File: src/rtl/pwm_pkg.sv
package pwm_pkg;

    localparam int CNT_W_DEF      = 16;
    localparam int DIV_INT_W_DEF  = 8;
    localparam int DIV_FRAC_W_DEF = 4;

    typedef enum logic [1:0] {
        WSEL_LIMIT   = 2'd0,
        WSEL_DIVIDER = 2'd1,
        WSEL_DUTY    = 2'd2,
        WSEL_SPARE   = 2'd3
    } wsel_e;

    typedef enum logic [1:0] {
        CTR_IDLE,
        CTR_RUN,
        CTR_WRAP
    } ctr_phase_e;

endpackage

File: src/rtl/pwm_cfg_regs.sv
module pwm_cfg_regs
    import pwm_pkg::*;
#(
    parameter int CNT_W  = CNT_W_DEF,
    parameter int INT_W  = DIV_INT_W_DEF,
    parameter int FRAC_W = DIV_FRAC_W_DEF
) (
    input  logic                    clk,
    input  logic                    rst,
    input  logic                    wr_en,
    input  logic [1:0]              wr_sel,
    input  logic [CNT_W-1:0]        wr_data,
    output logic [CNT_W-1:0]        limit_q,
    output logic [INT_W+FRAC_W-1:0] div_q,
    output logic [CNT_W-1:0]        duty_q
);
    localparam int DW = INT_W + FRAC_W;
    localparam logic [CNT_W-1:0] LIMIT_MAX = CNT_W'((2 ** CNT_W) - 2);
    localparam logic [CNT_W-1:0] DIV_MAX_W = CNT_W'((2 ** DW) - 1);
    localparam logic [DW-1:0]    DIV_ONE   = DW'(2 ** FRAC_W);

    wsel_e sel;
    assign sel = wsel_e'(wr_sel);

    logic [CNT_W-1:0] limit_in;
    logic [DW-1:0]    div_in;

    always_comb begin
        limit_in = (wr_data > LIMIT_MAX) ? LIMIT_MAX : wr_data;
        div_in   = (wr_data > DIV_MAX_W) ? DW'(DIV_MAX_W) : DW'(wr_data);
    end

    always_ff @(posedge clk) begin
        if (rst) begin
            limit_q <= LIMIT_MAX;
            div_q   <= DIV_ONE;
            duty_q  <= '0;
        end else if (wr_en) begin
            case (sel)
                WSEL_LIMIT:   limit_q <= limit_in;
                WSEL_DIVIDER: div_q   <= div_in;
                WSEL_DUTY:    duty_q  <= wr_data;
                default:      ;
            endcase
        end
    end
endmodule

File: src/rtl/pwm_frac_div.sv
module pwm_frac_div
    import pwm_pkg::*;
#(
    parameter int INT_W  = DIV_INT_W_DEF,
    parameter int FRAC_W = DIV_FRAC_W_DEF
) (
    input  logic                    clk,
    input  logic                    rst,
    input  logic                    en,
    input  logic [INT_W+FRAC_W-1:0] div,
    output logic                    tick
);
    localparam int DW = INT_W + FRAC_W;
    localparam int CW = INT_W + 1;
    localparam logic [CW-1:0] ONE_C = CW'(1);

    logic [INT_W-1:0]  int_part;
    logic [FRAC_W-1:0] frac_part;
    logic [CW-1:0]     eff_int;
    logic [CW-1:0]     limit;
    logic [CW-1:0]     dcnt_q;
    logic [FRAC_W-1:0] acc_q;
    logic              long_q;
    logic [FRAC_W:0]   acc_sum;

    assign int_part  = div[DW-1:FRAC_W];
    assign frac_part = div[FRAC_W-1:0];

    always_comb begin
        eff_int = (int_part == '0) ? ONE_C : {1'b0, int_part};
        limit   = eff_int - ONE_C + {{(CW-1){1'b0}}, long_q};
        acc_sum = {1'b0, acc_q} + {1'b0, frac_part};
        tick    = en && (dcnt_q >= limit);
    end

    always_ff @(posedge clk) begin
        if (rst || !en) begin
            dcnt_q <= '0;
            acc_q  <= '0;
            long_q <= 1'b0;
        end else if (tick) begin
            dcnt_q <= '0;
            acc_q  <= acc_sum[FRAC_W-1:0];
            long_q <= acc_sum[FRAC_W];
        end else begin
            dcnt_q <= dcnt_q + ONE_C;
        end
    end
endmodule

File: src/rtl/pwm_duty_scale.sv
module pwm_duty_scale
    import pwm_pkg::*;
#(
    parameter int CNT_W = CNT_W_DEF
) (
    input  logic [CNT_W-1:0] duty,
    input  logic [CNT_W-1:0] limit,
    output logic [CNT_W-1:0] thresh
);
    localparam int PW = 2 * CNT_W + 1;
    localparam logic [CNT_W-1:0] FULL   = '1;
    localparam logic [PW-1:0]    DENOM  = PW'((2 ** CNT_W) - 2);
    localparam logic [PW-1:0]    HALF   = PW'(((2 ** CNT_W) - 2) / 2);
    localparam logic [CNT_W:0]   ONE_X  = (CNT_W + 1)'(1);
    localparam logic [CNT_W:0]   FULL_X = {1'b0, FULL};

    logic [PW-1:0]  prod;
    logic [PW-1:0]  quo;
    logic [CNT_W:0] above;

    always_comb begin
        prod  = PW'(duty) * PW'(limit) + HALF;
        quo   = prod / DENOM;
        above = {1'b0, limit} + ONE_X;
        if (duty == FULL) begin
            thresh = (above > FULL_X) ? FULL : CNT_W'(above);
        end else begin
            thresh = CNT_W'(quo);
        end
    end
endmodule

File: src/rtl/pwm_period_ctr.sv
module pwm_period_ctr
    import pwm_pkg::*;
#(
    parameter int CNT_W = CNT_W_DEF
) (
    input  logic             clk,
    input  logic             rst,
    input  logic             en,
    input  logic             tick,
    input  logic [CNT_W-1:0] limit_stg,
    input  logic [CNT_W-1:0] thresh_stg,
    output logic [CNT_W-1:0] cnt,
    output logic [CNT_W-1:0] act_limit,
    output logic [CNT_W-1:0] act_thresh,
    output logic             wrap,
    output logic             pwm_out
);
    localparam logic [CNT_W-1:0] LIMIT_MAX = CNT_W'((2 ** CNT_W) - 2);
    localparam logic [CNT_W-1:0] ONE       = CNT_W'(1);

    ctr_phase_e phase;

    always_comb begin
        if (!en)                        phase = CTR_IDLE;
        else if (tick && cnt == act_limit) phase = CTR_WRAP;
        else                            phase = CTR_RUN;
        wrap    = (phase == CTR_WRAP);
        pwm_out = en && (cnt < act_thresh);
    end

    always_ff @(posedge clk) begin
        if (rst) begin
            cnt        <= '0;
            act_limit  <= LIMIT_MAX;
            act_thresh <= '0;
        end else begin
            case (phase)
                CTR_IDLE, CTR_WRAP: begin
                    cnt        <= '0;
                    act_limit  <= limit_stg;
                    act_thresh <= thresh_stg;
                end
                default: begin
                    if (tick) cnt <= cnt + ONE;
                end
            endcase
        end
    end
endmodule

File: src/rtl/pwm_slice.sv
module pwm_slice
    import pwm_pkg::*;
#(
    parameter int CNT_W  = CNT_W_DEF,
    parameter int INT_W  = DIV_INT_W_DEF,
    parameter int FRAC_W = DIV_FRAC_W_DEF
) (
    input  logic             clk,
    input  logic             rst,
    input  logic             en,
    input  logic             wr_en,
    input  logic [1:0]       wr_sel,
    input  logic [CNT_W-1:0] wr_data,
    output logic             pwm_out
);
    localparam int DW = INT_W + FRAC_W;

    logic [CNT_W-1:0] limit_q;
    logic [DW-1:0]    div_q;
    logic [CNT_W-1:0] duty_q;
    logic [CNT_W-1:0] thresh;
    logic             tick;
    logic [CNT_W-1:0] cnt;
    logic [CNT_W-1:0] act_limit;
    logic [CNT_W-1:0] act_thresh;
    logic             wrap;

    pwm_cfg_regs #(.CNT_W(CNT_W), .INT_W(INT_W), .FRAC_W(FRAC_W)) u_cfg (
        .clk(clk), .rst(rst), .wr_en(wr_en), .wr_sel(wr_sel), .wr_data(wr_data),
        .limit_q(limit_q), .div_q(div_q), .duty_q(duty_q)
    );

    pwm_frac_div #(.INT_W(INT_W), .FRAC_W(FRAC_W)) u_div (
        .clk(clk), .rst(rst), .en(en), .div(div_q), .tick(tick)
    );

    pwm_duty_scale #(.CNT_W(CNT_W)) u_scale (
        .duty(duty_q), .limit(limit_q), .thresh(thresh)
    );

    pwm_period_ctr #(.CNT_W(CNT_W)) u_ctr (
        .clk(clk), .rst(rst), .en(en), .tick(tick),
        .limit_stg(limit_q), .thresh_stg(thresh),
        .cnt(cnt), .act_limit(act_limit), .act_thresh(act_thresh),
        .wrap(wrap), .pwm_out(pwm_out)
    );
endmodule

File: config.mk
export PLATFORM = sky130hd
export DESIGN_NAME = pwm_slice
export DESIGN_NICKNAME = d
export VERILOG_FILES = /design/src/rtl/pwm_pkg.sv /design/src/rtl/pwm_cfg_regs.sv /design/src/rtl/pwm_frac_div.sv /design/src/rtl/pwm_duty_scale.sv /design/src/rtl/pwm_period_ctr.sv /design/src/rtl/pwm_slice.sv
export SDC_FILE = /design/constraint.sdc
export NUM_CORES = 1
export LEC_CHECK = 0
export ABC_AREA = 1
export BUFFER_PORTS_ARGS = -buffer_cell sky130_fd_sc_hd__buf_2
export CAP_MARGIN = 20
export CORE_UTILIZATION = 55
export CTS_CLUSTER_SIZE = 16
export DETAILED_ROUTE_END_ITERATION = 7
export GPL_ROUTABILITY_DRIVEN = 0
export GPL_TIMING_DRIVEN = 0
export PLACE_DENSITY_LB_ADDON = 0.1
export SETUP_SLACK_MARGIN = 0.02
export SLEW_MARGIN = 0
export SYNTH_ARGS = -nofsm -noshare
export SYNTH_HDL_FRONTEND = slang
export SYNTH_HIERARCHICAL = 1
export SYNTH_SLANG_ARGS = --single-unit
export TNS_END_PERCENT = 50
File: constraint.sdc
create_clock -name clk -period 35.2 [get_ports clk]
set_input_delay 3.52 -clock clk [delete_from_list [all_inputs] [get_ports clk]]
set_output_delay 3.52 -clock clk [all_outputs]
set_load 0.01 [all_outputs]
==> metrics.cfg <==
[run_status]
status=completed

[place]
dp_hpwl_mm=58.7
portBuffers=22

[cts]
cts_setup_buffers=0
cts_tree=yes
cts_buffers=9
cts_htree_levels=3
cts_sinks=106
ctsHoldBuffers=0
clk-insertion-delay-late_ps=350
cts_resized=0
clockRootBuffer=clkbuf_16
clk_pin_slew_ps=70
clockBufferDepth=2

[drt]
num_vias=25600
drtIter0Drc=1554
finalWirelength_mm=68.6
vias_per_cell=5.05
final_antenna_net_count=0
wl_per_cell_um=13.6
drcViolationCount=0
dr.pass1.iters=5

[finish]
mostFrequentLayoutCell=nand2_1
final_cell_mix=nand2_1 (1,256), inv_1 (773), nor2_1 (372), nand3_1 (344), nand2_2 (253)
drive_gt1_frac=0.160
num-fill-cells=5044
nets=4757
seq_area_um2=2120
multi_input_area_um2=20900
diodes=0
area_growth_pct=4.62

[worst_setup_path]
crit_start=u_cfg/limit_q[15]
regToRegStartpoint=u_cfg/limit_q[15]
cp_max_fo=10
worstSetupStartpointType=flop
rrSetupSlack_ps=12930
cp_slowest_cell=clkbuf_1
cp.required_ps=35450
endpoint=u_ctr/act_thresh[0]
r2r_end=u_ctr/act_thresh[0]
worstSetupEndpointType=flop
rr_worst_depth=142
critPathKind=flop to flop
crit_arrival_ps=22530
max_stage_delay_ps=610

[timing]
fin_crit_sh=0.633
relSlewSlack=0.449
timing.final.hold_violations=0
rsz0062_at_grt=false
clock-skew-final_ps=5.92
slew_violations=0
fmax_mhz=44.9
worst_slew_pin_slew_ps=825
final.min_clock_period_ps=22270
setup_violations=0
tns_ps=0

[synthesis]
syn_inst=4356
syn_nets=4723
syn_avg_cell_area_um2=6.23
synth_warnings=6
synth_area_um2=27100

[grt]
use_met2=0.481
grt_pass1_vias=24200
met1_usage=0.388
busiest_layer=met2
grt_first_pass_wirelength_mm=118
grt_max_degree=20
met3_usage=0.0265
antenna_found_initial=0
overflow=0
track_usage=0.282

[die]
start_util=0.556
die_w_um=224
die_y_um=224
io_pins=23
core_region_area_um2=48800
dieArea_um2=50200
placementRows=81

[worst_hold_path]
hold_class=flop to flop

[job]
maxCapViolCount=0

cell type report:
class | instances | share of cell area
timing repair buffer | 23 | 0.00405
buffer | 123 | 0.0300
clock buffer | 9 | 0.00793
sequential | 106 | 0.0747
multi-input combinational | 3290 | 0.738
tap | 664 | 0.0293
clock inverter | 7 | 0.00295
inverter | 837 | 0.113
per-layer routing:
layer / share of wire / wire (µm)
met4: 0.017 / 1190
met3: 0.043 / 2960
met1: 0.48 / 32800
met2: 0.46 / 31600
met5: 0 / 0
how the worst min path moves through the flow:
| stage | start | endpoint | cells after the start |
|---|---|---|---|
| 3_5_place_dp | u_div/dcnt_q[0] | u_div/dcnt_q[0] | 1 |
| 4_1_cts | u_div/dcnt_q[0] | u_div/dcnt_q[0] | 1 |
| 5_1_grt | u_div/dcnt_q[0] | u_div/dcnt_q[0] | 1 |
| 6_report | u_div/dcnt_q[0] | u_div/dcnt_q[0] | 1 |
| 2_1_floorplan | u_div/dcnt_q[0] | u_div/dcnt_q[0] | 1 |
| 3_3_place_gp | u_div/dcnt_q[0] | u_div/dcnt_q[0] | 1 |
through the flow:
| stage | hold slack [ps] | instance area, µm² | setup WS [ps] | instances | util |
|---|---|---|---|---|---|
| 6_report | 465 | 28400 | 12930 | 5059 | 0.581 |
| 5_1_grt | 495 | 28400 | 11030 | 5059 | 0.581 |
| 4_1_cts | 471 | 28400 | 13010 | 5059 | 0.581 |
| 3_5_place_dp | 454 | 28100 | 13040 | 5043 | 0.575 |
| 3_3_place_gp | 441 | 28100 | 13110 | 5042 | 0.575 |
| 2_1_floorplan | 430 | 27100 | 17050 | 4356 | - |
worst max-delay path: cells and delay by family (launching register included):
kind            cells  cell delay (ps)
simple gates      100            11120
buf+inv            27             4470
fa+ha+maj           7             3650
xor+xnor            3             1250
compound gates      5             1190
flops               1              370
flip-flops by register name, summed over array words and instances, names as in the netlist:
| signal | cells |
|---|---|
| u_div/acc_q | 4 |
| u_cfg/duty_q | 16 |
| u_div/long_q | 1 |
| u_div/dcnt_q | 9 |
| u_cfg/div_q | 12 |
| u_ctr/act_thresh | 16 |
| u_ctr/cnt | 16 |
| u_cfg/limit_q | 16 |
| u_ctr/act_limit | 16 |
Power is not shown: default switching activity piles up to over one toggle a cycle in this logic, so the estimate is an artifact.
